$ cat src/rtl/bank_issue_gate.sv
module bank_issue_gate #(
  parameter int NUM_BANKS      = 8,
  parameter int BANKS_PER_RANK = 4,
  parameter int BANK_BUSY      = 6,
  parameter int BASIC_BUSY     = 2,
  parameter int RD_WR_DELAY    = 2,
  parameter int RANK_DELAY     = 1,
  parameter int TFAW           = 16,
  parameter int ACT_LIMIT      = 4,
  parameter int AGE_W          = 8,
  parameter logic [15:0] LFSR_SEED = 16'hACE1,
  localparam int BANK_W    = $clog2(NUM_BANKS),
  localparam int NUM_RANKS = NUM_BANKS / BANKS_PER_RANK,
  localparam int RANK_W    = (NUM_RANKS > 1) ? $clog2(NUM_RANKS) : 1,
  localparam int MAX_T     = BANK_BUSY + BASIC_BUSY + RD_WR_DELAY + RANK_DELAY,
  localparam int CNT_W     = $clog2(MAX_T + 1)
) (
  input  logic              clk,
  input  logic              rst_n,
  input  logic [BANK_W-1:0] cand_bank,
  input  logic              cand_is_read,
  input  logic              cand_old,
  input  logic [AGE_W-1:0]  age_count,
  input  logic [6:0]        rand_pct,
  input  logic              fixed_mode,
  input  logic              issue,
  output logic              ready,
  output logic [7:0]        stall_cause
);
  localparam logic [AGE_W-1:0] AGE_LIMIT = AGE_W'(2 * BANK_BUSY);
  localparam logic [CNT_W-1:0] T_BANK = CNT_W'(BANK_BUSY);
  localparam logic [CNT_W-1:0] T_BASIC = CNT_W'(BASIC_BUSY);
  localparam logic [CNT_W-1:0] T_RD_WR = CNT_W'(BASIC_BUSY + RD_WR_DELAY);
  localparam logic [CNT_W-1:0] T_RD_NR = CNT_W'(BASIC_BUSY + RANK_DELAY);
  localparam logic [CNT_W-1:0] ONE = CNT_W'(1);

  logic [CNT_W-1:0]  bank_cnt [NUM_BANKS];
  logic [CNT_W-1:0]  bus_cnt, wr_cnt, nr_cnt;
  logic [RANK_W-1:0] last_rank;
  logic [TFAW-1:0]   act_win [NUM_RANKS];
  logic [15:0]       lfsr;
  logic [BANK_W-1:0] rank_full;
  logic [RANK_W-1:0] cand_rank;
  logic              rnd_hit, act_full, fire;

  assign rank_full = cand_bank / BANK_W'(BANKS_PER_RANK);
  assign cand_rank = RANK_W'(rank_full);
  assign rnd_hit   = (rand_pct >= 7'd2) && ((lfsr % 16'd100) < 16'(rand_pct));
  assign act_full  = $countones(act_win[cand_rank]) >= ACT_LIMIT;

  always_comb begin
    stall_cause = '0;
    if (!fixed_mode && bank_cnt[cand_bank] != '0)          stall_cause[0] = 1'b1;
    else if (rnd_hit)                                       stall_cause[1] = 1'b1;
    else if (fixed_mode)                                    stall_cause    = '0;
    else if (age_count > AGE_LIMIT && !cand_old)            stall_cause[2] = 1'b1;
    else if (bus_cnt == T_BASIC)                            stall_cause[3] = 1'b1;
    else if (bus_cnt != '0)                                 stall_cause[4] = 1'b1;
    else if (act_full)                                      stall_cause[5] = 1'b1;
    else if (!cand_is_read && wr_cnt != '0)                 stall_cause[6] = 1'b1;
    else if (cand_is_read && cand_rank != last_rank && nr_cnt != '0)
                                                            stall_cause[7] = 1'b1;
  end

  assign ready = (stall_cause == '0);
  assign fire  = issue && ready;

  always_ff @(posedge clk) begin
    if (!rst_n) begin
      lfsr      <= LFSR_SEED;
      bus_cnt   <= '0;
      wr_cnt    <= '0;
      nr_cnt    <= '0;
      last_rank <= '0;
    end else begin
      lfsr <= {lfsr[14:0], lfsr[15] ^ lfsr[13] ^ lfsr[12] ^ lfsr[10]};
      if (fire) begin
        bus_cnt   <= T_BASIC;
        wr_cnt    <= cand_is_read ? T_RD_WR : T_BASIC;
        nr_cnt    <= cand_is_read ? T_RD_NR : T_BASIC;
        last_rank <= cand_rank;
      end else begin
        if (bus_cnt != '0) bus_cnt <= bus_cnt - ONE;
        if (wr_cnt  != '0) wr_cnt  <= wr_cnt  - ONE;
        if (nr_cnt  != '0) nr_cnt  <= nr_cnt  - ONE;
      end
    end
  end

  for (genvar b = 0; b < NUM_BANKS; b++) begin : g_bank
    always_ff @(posedge clk) begin
      if (!rst_n)                                 bank_cnt[b] <= '0;
      else if (fire && cand_bank == BANK_W'(b))   bank_cnt[b] <= T_BANK;
      else if (bank_cnt[b] != '0)                 bank_cnt[b] <= bank_cnt[b] - ONE;
    end
  end

  for (genvar r = 0; r < NUM_RANKS; r++) begin : g_rank
    always_ff @(posedge clk) begin
      if (!rst_n) act_win[r] <= '0;
      else        act_win[r] <= {act_win[r][TFAW-2:0], fire && cand_rank == RANK_W'(r)};
    end
  end
endmodule

$ cat config.mk
export PLATFORM = sky130hd
export DESIGN_NAME = bank_issue_gate
export DESIGN_NICKNAME = d
export VERILOG_FILES = /design/src/rtl/bank_issue_gate.sv
export SDC_FILE = /design/constraint.sdc
export NUM_CORES = 1
export LEC_CHECK = 0
export ABC_AREA = 0
export BUFFER_PORTS_ARGS = -buffer_cell sky130_fd_sc_hd__buf_2
export CAP_MARGIN = 20
export CORE_ASPECT_RATIO = 0.8
export CORE_MARGIN = 3
export CORE_UTILIZATION = 43
export CTS_CLUSTER_DIAMETER = 40
export CTS_CLUSTER_SIZE = 20
export DETAILED_ROUTE_END_ITERATION = 12
export GPL_ROUTABILITY_DRIVEN = 0
export PLACE_DENSITY = 0.56
export SYNTH_ARGS = -nofsm -noshare
export SYNTH_HDL_FRONTEND = slang
export SYNTH_SLANG_ARGS = --single-unit
$ cat constraint.sdc
create_clock -name clk -period 10.1 [get_ports clk]
set_clock_uncertainty 0.1 [all_clocks]
set_input_delay 0 -clock clk [delete_from_list [all_inputs] [get_ports clk]]
set_output_delay 0 -clock clk [all_outputs]
set_load 0.005 [all_outputs]
==> After elaboration in Yosys (flattened, before gate mapping) <==
Memories as Yosys holds them, arrays and structs flattened.
Index checks and enable logic that the tools add are counted.
{ "word_totals": {"out_inout_bits": 9, "wordCells": 209, "reg_bits": 29, "mem_count": 2, "ram_bits": 64} }
{ "mem_list": {"columns": ["name", "depth", "word_bits", "read_ports", "rd_clocked_by_memory_dff", "write_ports", "line", "rtl"], "rows": [
  ["act_win", 2, 16, 3, 0, 2, "40", "logic [TFAW-1:0] act_win [NUM_RANKS];"],
  ["bank_cnt", 8, 4, 9, 0, 8, "37", "logic [CNT_W-1:0] bank_cnt [NUM_BANKS];"]
]} }
{ "classes": {"reduce_logical": 38, "bitwise": 23, "mux": 100, "div": 1, "n_addsub": 26, "n_lt_le_gt_ge": 4, "eq_ne": 9} }
{ "ops": {"columns": ["operator", "n"], "rows": [
  ["2-to-1 mux 4 bit", 21],
  ["2-to-1 mux 1 bit", 68],
  ["nonzero test 4 bit", 12],
  ["subtractor 4 x 1 -> 4 bit, second input constant", 11],
  ["2-to-1 mux 16 bit", 2],
  ["OR 1 bit", 18],
  ["logical AND 1 bit", 17],
  ["adder 1 x 1 -> 2 bit", 8],
  ["less-than comparator 16 x 7 -> 1 bit", 1],
  ["modulo 16 x 7 -> 16 bit, second input constant", 1],
  ["adder 2 x 2 -> 3 bit", 4],
  ["== test 3 bit, second input constant", 4],
  ["2-to-1 mux 6 bit", 2],
  ["adder 3 x 3 -> 4 bit", 2],
  ["> comparator 8 x 4 -> 1 bit, second input constant", 1],
  ["zero test 8 bit", 1],
  [">= comparator 7 x 2 -> 1 bit, second input constant", 1],
  ["2-to-1 mux 7 bit", 1],
  ["== test 3 x 2 -> 1 bit, second input constant", 2],
  ["2-to-1 mux 2 bit", 3],
  ["2-to-1 mux 3 bit", 2],
  ["nonzero test 2 bit", 3],
  ["adder 4 x 4 -> 5 bit", 1],
  [">= comparator 5 x 3 -> 1 bit, second input constant", 1],
  ["9 further kinds", 14]
]} }

==> Depth between registers and ports, before layout <==
Gate-level depths: netlist of run 1.
An unclocked memory read counts as a cell.
{ "logic_depth": {"depth_word": 21, "depth_mapped": 39, "depth_no_buf": 35} }

==> Worst setup path after synthesis of run 1 <==
OpenSTA, ideal clock, no wires.
{ "synth_timing": {"path_kind": "reg-to-reg", "startpoint": "register lfsr[10]", "endpoint": "memory bank_cnt[0][1] (netlist name) (data pin)", "slack_ps": 2365, "path_buffers": 2, "period_less_slack_ps": 7735, "arrival_ps": 7366, "path_stages_with_launch": 37, "cell_sequence": "dfxtp_1 buf_6 or3_4 o2111a_1 a211o_1 a221oi_4 a31oi_4 or4_1 a2bb2oi_1 a311oi_4 a311oi_4 o21ai_2 a311oi_2 o311ai_4 a311o_1 a31oi_4 o211ai_2 a2111oi_1 nor4_2 o21ai_2 nand2_1 xnor2_1 ha_1 o21ai_0 nand2b_1 a21oi_1 nor2b_1 o21ai_0 nand2_1 nand2b_1 nor2_1 nand2_1 or2_2 clkbuf_1 or3_1 nand3_1 o32ai_1"} }
{ "synth_rtl": {"columns": ["element", "line", "rtl"], "rows": [
  ["start: declaration", "41", "logic [15:0] lfsr;"],
  ["start signal: assignment", "76", "lfsr <= {lfsr[14:0], lfsr[15] ^ lfsr[13] ^ lfsr[12] ^ lfsr[10]};"],
  ["end: declaration", "37", null]
]} }

==> results of run 1 <==
==> critical path, delay by kind of cell, from the launching register on <==
family | cells | cell delay [ns]
xor gates and xnor gates | 2 | 0.41
adders and majority gates | 1 | 0.28
and+or+nand+nor | 14 | 2.94
AOI/OAI and AO/OA | 17 | 4.43
DFF | 1 | 0.87
==> registers in the layout, summed over array words and instances, names as in the netlist <==
register,cells
act_win,32
bank_cnt,32
last_rank,1
lfsr,16
wr_cnt,4
bus_cnt,4
nr_cnt,4
==> layer usage <==
| layer | part of all wire, % | track usage [%] |
|---|---|---|
| met1 | 50 | 28.6 |
| met5 | 0 | 0 |
| met4 | 1.2 | 4.57 |
| met3 | 5.2 | 2.92 |
| met2 | 43 | 27.5 |
==> cell type report <==
cell class                 count  area, sq um  area share [%]
clock inverter                 4         71.3           0.933
sequential                    93         2180            28.6
timing repair buffer          34          190            2.49
clock buffer                  12          246            3.23
multi-input combinational    623         4490            58.8
tap                          215          269            3.52
inverter                      51          191            2.51
==> through the flow <==
step	utilization (%)	worst slack (ns)	hold slack [ns]	area, sq um
after floorplan	-	2.36	-0.0670	7030
after global placement	45.9	1.22	0.212	7290
after detailed placement	45.9	0.989	0.209	7290
after CTS	47.9	0.957	0.0333	7620
after global routing	48.0	0.0551	0.0783	7640
final	48.0	0.794	0.0526	7640
==> cell usage after synthesis (5+ instances only) <==
cell | number | area, sq um
edfxtp_1 | 32 | 961
or2_2 | 5 | 31.3
nor2_1 | 65 | 244
nand2b_1 | 13 | 81.3
ha_1 | 22 | 275
a211oi_1 | 9 | 67.6
o32ai_1 | 5 | 43.8
dfxtp_1 | 61 | 1220
o31a_1 | 7 | 61.3
a21oi_1 | 36 | 180
a22oi_1 | 5 | 37.5
a31oi_1 | 12 | 75.1
xor2_1 | 5 | 43.8
nor3_1 | 25 | 125
nor4_1 | 12 | 75.1
mux2i_1 | 5 | 50.1
nand2_1 | 53 | 199
nand3_1 | 24 | 120
o211ai_1 | 16 | 120
o2111ai_1 | 10 | 87.6
o21ai_0 | 36 | 180
or3_1 | 10 | 62.6
a21boi_0 | 6 | 45.0
o22ai_1 | 14 | 87.6
xnor2_1 | 22 | 193
nand4_1 | 8 | 50.1
o31ai_1 | 5 | 37.5
and2_1 | 47 | 294
o21a_1 | 6 | 45.0
nor2b_1 | 5 | 31.3
fa_1 | 10 | 200
and3_1 | 6 | 37.5
clkbuf_1 | 24 | 90.1
a31o_2 | 5 | 43.8
inv_1 | 49 | 184
nor3b_1 | 5 | 37.5
mux2_2 | 18 | 203
buf_2 | 6 | 30.0
==> path summary, 6_finish.rpt <==
check / startpoint / endpoint / slack [ns]
setup reg to reg: lfsr[14]$_SDFF_PN0_ / bank_cnt[0][2]$_DFFE_PP_ / 0.79
setup / recovery: lfsr[14]$_SDFF_PN0_ / bank_cnt[0][2]$_DFFE_PP_ / 0.79
hold / removal: issue / bus_cnt[1]$_SDFFE_PN0P_ / 0.05
hold reg to reg: act_win[0][9]$_SDFF_PN0_ / act_win[0][10]$_SDFF_PN0_ / 0.35
==> cells by family after synthesis <==
| group | Yosys count | share of synthesized area (%) |
|---|---|---|
| adders and majority gates | 34 | 7.07 |
| buffers and inverters | 88 | 5.07 |
| muxes | 24 | 3.92 |
| DFF | 93 | 31.0 |
| xor gates and xnor gates | 28 | 3.60 |
| AOI/OAI and AO/OA | 240 | 26.9 |
| and+or+nand+nor | 297 | 22.4 |
==> power groups by stage <==
stage / clock network [uW] / logic (uW) / registers, uW
final: 358 / 1430 / 575
after floorplan: 0 / 1140 / 551
after CTS: 368 / 1420 / 574
after global placement: 0 / 1390 / 576
after global routing: 386 / 1600 / 586
after detailed placement: 0 / 1410 / 581
==> timing repair <==
item,4_1_cts,5_1_grt
endpoints found under the hold margin,3,0
buffers inserted,0,0
hold buffers,1,0
resized for setup,0,0
setup endpoints to repair,0,0
==> impl_metrics.py, run 1 <==
metrics = {
    "drt": {
        "vias": 6194,
        "remaining_drc_errors": 0,
        "viasPerCell": 6.00,
        "drt_iter0_drc": 469,
        "post_drt_wl_per_cell_um": 16.1,
        "firstDrtPassIters": 5,
        "routed_wl_mm": 16.7,
        "ant_nets": 0,
    },
    "power_and_ir_drop": {
        "p_switching_uw": 1060,
        "clkPwrFrac_pct": 15.1,
        "p_comb_share_pct": 60.6,
        "p_int_uw": 1300,
        "power.density_mw_per_mm2": 310,
        "leakagePower_uw": 0.00295,
        "finalPower_uw": 2370,
        "p_seq_share_pct": 24.3,
        "sw_frac_of_total_pct": 44.9,
        "vdd_ir_drop_max_mv": 0.257,
    },
    "cts": {
        "clk_pin_slew_worst_paths_ns": 0.06,
        "cts_root_buffer": "clkbuf_16",
        "cts.path.max_buffers": 2,
        "numCtsBuffers": 9,
        "clk_latency_ns": 0.34,
        "clock-sinks": 93,
        "ctsHtreeMaxLevel": 3,
        "cts_tree": "built",
    },
    "global_route": {
        "grt_remaining_overflow": 0,
        "grt_max_degree": 73,
        "antenna_found_initial": 0,
        "grt_pass1_vias": 5751,
        "grt_pass1_wl_mm": 28.0,
        "grt.total_usage_pct": 18.7,
    },
    "floorplan": {
        "coreArea_sq_mm": 0.0159,
        "dieArea_sq_mm": 0.0179,
        "die_h_um": 120,
        "ioPinCount": 33,
        "start_util_pct": 44.2,
        "fp-row-count": 41,
        "dieWidth_um": 149,
    },
    "run": {
        "drv_cap": 0,
    },
    "worst_setup_path": {
        "max_stage_delay_ns": 0.87,
        "slowest_stage": "dfxtp_1",
        "worst-r2r-cell-count": 34,
        "path_common_cell": "o21ai_0",
        "arrival_ns": 9.28,
        "required_ns": 10.07,
        "cp-start-kind": "flip-flop",
        "worstSetupEndpointType": "flip-flop",
        "cp_max_fo": 29,
        "crit_type": "reg -> reg",
    },
    "synthesis": {
        "syn_nets": 860,
        "syn-instance-count": 804,
        "synth_edf_count": 32,
        "synth_seq_cells": 93,
        "syn_area_sq_mm": 0.00703,
        "ys_seq_area_share_pct": 31.0,
        "synthArstFlopShare_pct": 0,
        "ys.flop_type": "dfxtp_1",
        "netlist-cell-type-count": 100,
        "avgSynthCellArea_sq_um": 8.74,
        "yosys_warnings": 0,
    },
    "placement": {
        "place_hpwl_mm": 12.2,
        "post-place-cells": 1014,
        "port_buffers": 32,
    },
    "cells_and_area": {
        "n_fill_cell": 1530,
        "final_common_cell": "nor2_1",
        "fin_cells": 1032,
        "nets": 868,
        "drive_gt1_share_pct": 13.2,
        "mostFrequentLayoutCells": "nor2_1 (65), dfxtp_1 (61), nand2_1 (53), inv_1 (49), and2_1 (47)",
        "antenna_cells": 0,
        "syn_to_final_growth_pct": 8.70,
    },
    "timing": {
        "finalHoldViolCount": 0,
        "max_slew.worst_pin.slew_ns": 0.918,
        "layout_min_cycle_time_ns": 9.31,
        "rsz0062_at_grt": "no",
        "finalCritPeriodShare_pct": 92.1,
        "slew-limit-headroom_pct": 38.5,
        "finalSetupTns_ns": 0,
        "setup_viol": 0,
        "max_freq_ghz": 0.107,
        "drv_slew": 0,
    },
    "worst_hold_path": {
        "worstHoldPathCells": 3,
        "min_path_type": "in -> reg",
    },
    "outcome": {
        "status": "finished, final reports clean",
    },
}
No activity file was read; power rests on OpenSTA's default activity.
==> inputs of run 2 (changes only) <==
--- a/config.mk
+++ b/config.mk
@@ -6,7 +6,6 @@
 export NUM_CORES = 1
 export LEC_CHECK = 0
 export ABC_AREA = 0
-export BUFFER_PORTS_ARGS = -buffer_cell sky130_fd_sc_hd__buf_2
 export CAP_MARGIN = 20
 export CORE_ASPECT_RATIO = 0.8
 export CORE_MARGIN = 3
@@ -14,8 +13,9 @@
 export CTS_CLUSTER_DIAMETER = 40
 export CTS_CLUSTER_SIZE = 20
 export DETAILED_ROUTE_END_ITERATION = 12
+export DONT_BUFFER_PORTS = 1
 export GPL_ROUTABILITY_DRIVEN = 0
-export PLACE_DENSITY = 0.56
+export PLACE_DENSITY = 0.55
 export SYNTH_ARGS = -nofsm -noshare
 export SYNTH_HDL_FRONTEND = slang
 export SYNTH_SLANG_ARGS = --single-unit
==> impl_metrics.py, run 2 (same netlist as run 1, synthesis figures left out) <==
metrics = {
    "outcome": {
        "status": "finished, final reports clean",
    },
    "global_route": {
        "grt_remaining_overflow": 0,
        "grt_pass1_vias": 5744,
        "grt_max_degree": 73,
        "grt.total_usage_pct": 18.5,
        "grt_pass1_wl_mm": 27.9,
        "antenna_found_initial": 0,
    },
    "power_and_ir_drop": {
        "leakagePower_uw": 0.00284,
        "vdd_ir_drop_max_mv": 0.252,
        "p_int_uw": 1250,
        "clkPwrFrac_pct": 13.3,
        "sw_frac_of_total_pct": 45.6,
        "p_comb_share_pct": 61.9,
        "p_seq_share_pct": 24.9,
        "p_switching_uw": 1050,
        "power.density_mw_per_mm2": 304,
    },
    "placement": {
        "port_buffers": 0,
        "pre_cts_ws_ns": 0.948,
        "place_hpwl_mm": 12.2,
    },
    "drt": {
        "firstDrtPassIters": 5,
        "post_drt_wl_per_cell_um": 16.2,
        "remaining_drc_errors": 0,
        "routed.top_layer": "met4",
        "viasPerCell": 6.03,
        "met3_length_um": 798,
        "vias": 6094,
        "ant_nets": 0,
        "wl_met1_mm": 8.33,
        "drt_iter0_drc": 457,
        "route.met2.wl_mm": 7.21,
        "routed_wl_mm": 16.4,
    },
    "timing": {
        "drv_slew": 0,
        "layout_min_cycle_time_ns": 9.30,
        "max_slew.worst_pin.slew_ns": 0.899,
        "slew-limit-headroom_pct": 39.8,
        "finalCritPeriodShare_pct": 92.1,
        "max_freq_ghz": 0.108,
        "finalSetupTns_ns": 0,
        "rsz0062_at_grt": "no",
        "fin_ws_ns": 0.801,
        "setup_viol": 0,
        "finalHoldViolCount": 0,
    },
    "floorplan": {
        "die_h_um": 120,
        "ioPinCount": 33,
        "dieArea_sq_mm": 0.0179,
        "fp-row-count": 41,
        "coreArea_sq_mm": 0.0159,
        "dieWidth_um": 149,
        "start_util_pct": 44.2,
    },
    "cts": {
        "cts_root_buffer": "clkbuf_16",
        "clock-sinks": 93,
        "cts_tree": "built",
        "cts.path.max_buffers": 2,
        "clk_latency_ns": 0.34,
        "ctsHtreeMaxLevel": 3,
        "postCtsSetupBuffers": 0,
        "clk_pin_slew_worst_paths_ns": 0.06,
        "numCtsBuffers": 9,
    },
    "worst_setup_path": {
        "slowest_stage": "dlygate4sd3_1",
        "path_common_cell": "nand2_1",
        "crit_type": "reg -> reg",
        "required_ns": 10.08,
        "max_stage_delay_ns": 0.60,
        "worstSetupEndpointType": "flip-flop",
        "arrival_ns": 9.28,
        "cp-start-kind": "flip-flop",
        "cp_max_fo": 23,
    },
    "cells_and_area": {
        "final_common_cell": "nor2_1",
        "mostFrequentLayoutCells": "nor2_1 (64), dfxtp_1 (55), nand2_1 (53), inv_1 (49), and2_1 (47)",
        "antenna_cells": 0,
        "syn_to_final_growth_pct": 7.87,
        "n_fill_cell": 1557,
        "drive_gt1_share_pct": 10.8,
        "nets": 846,
        "final_core_util_pct": 47.7,
        "reg_top3": "act_win (32), bank_cnt (32), lfsr (16)",
    },
    "worst_hold_path": {
        "min_path_type": "in -> out",
    },
    "run": {
        "drv_cap": 0,
    },
}
-- run 2: layout make-up --
type / instances / area [sq um] / share of cell area (%)
multi-input combinational: 623 / 4520 / 59.7
sequential: 93 / 2190 / 28.9
tap: 215 / 269 / 3.55
clock buffer: 12 / 246 / 3.25
inverter: 51 / 191 / 2.52
timing repair buffer: 12 / 138 / 1.82
clock inverter: 4 / 22.5 / 0.297
-- run 2: final timing paths --
path,from,end,slack (ns),depth (start not counted)
setup / recovery,lfsr[12]$_SDFF_PN0_,bank_cnt[4][0]$_SDFFCE_PN0P_,0.80,36
hold / removal,cand_is_read,stall_cause[7],0.03,2
setup reg to reg,lfsr[12]$_SDFF_PN0_,bank_cnt[4][0]$_SDFFCE_PN0P_,0.80,36
hold reg to reg,act_win[0][5]$_SDFF_PN0_,act_win[0][6]$_SDFF_PN0_,0.35,1
-- run 2: timing repair --
| item | 4_1_cts | 5_1_grt |
|---|---|---|
| endpoints found under the hold margin | 124 | 0 |
| hold buffers | 12 | 0 |
| setup endpoints to repair | 0 | 29 |
| gates resized for setup | 0 | 16 |
-- run 2: metal layers --
layer / vias up / global-route usage (%)
met1: 2913 / 27.8
met2: 160 / 28.1
met3: 6 / 3.97
li1: 3015 / -
met5: - / 0
met4: 0 / 2.34
-- run 2: power groups by stage --
| stage | Combinational [uW] | Clock, uW | Sequential [uW] |
|---|---|---|---|
| floorplan | 1140 | 0 | 551 |
| global placement | 1340 | 0 | 576 |
| detailed placement | 1380 | 0 | 580 |
| CTS | 1410 | 314 | 573 |
| global route | 1610 | 332 | 588 |
| finish | 1430 | 306 | 574 |
-- run 2: through the flow --
stage / power (uW) / hold WS, ns / cells / area (sq um)
5_1_grt: 2530 / 0.0343 / 1010 / 7580
4_1_cts: 2300 / 0.0243 / 1010 / 7540
6_report: 2310 / 0.0286 / 1010 / 7580
3_5_place_dp: 1960 / -0.0602 / 982 / 7130
3_3_place_gp: 1920 / -0.0600 / 982 / 7130
2_1_floorplan: 1690 / -0.0670 / 804 / 7030
-- run 2: critical path: cells and delay by family, from the launching register on --
kind / cells / cell delay, ns
flops: 1 / 0.43
fa+ha+maj: 1 / 0.28
xor+xnor: 3 / 0.75
buf+inv: 2 / 0.76
compound gates: 15 / 3.84
simple gates: 15 / 2.87
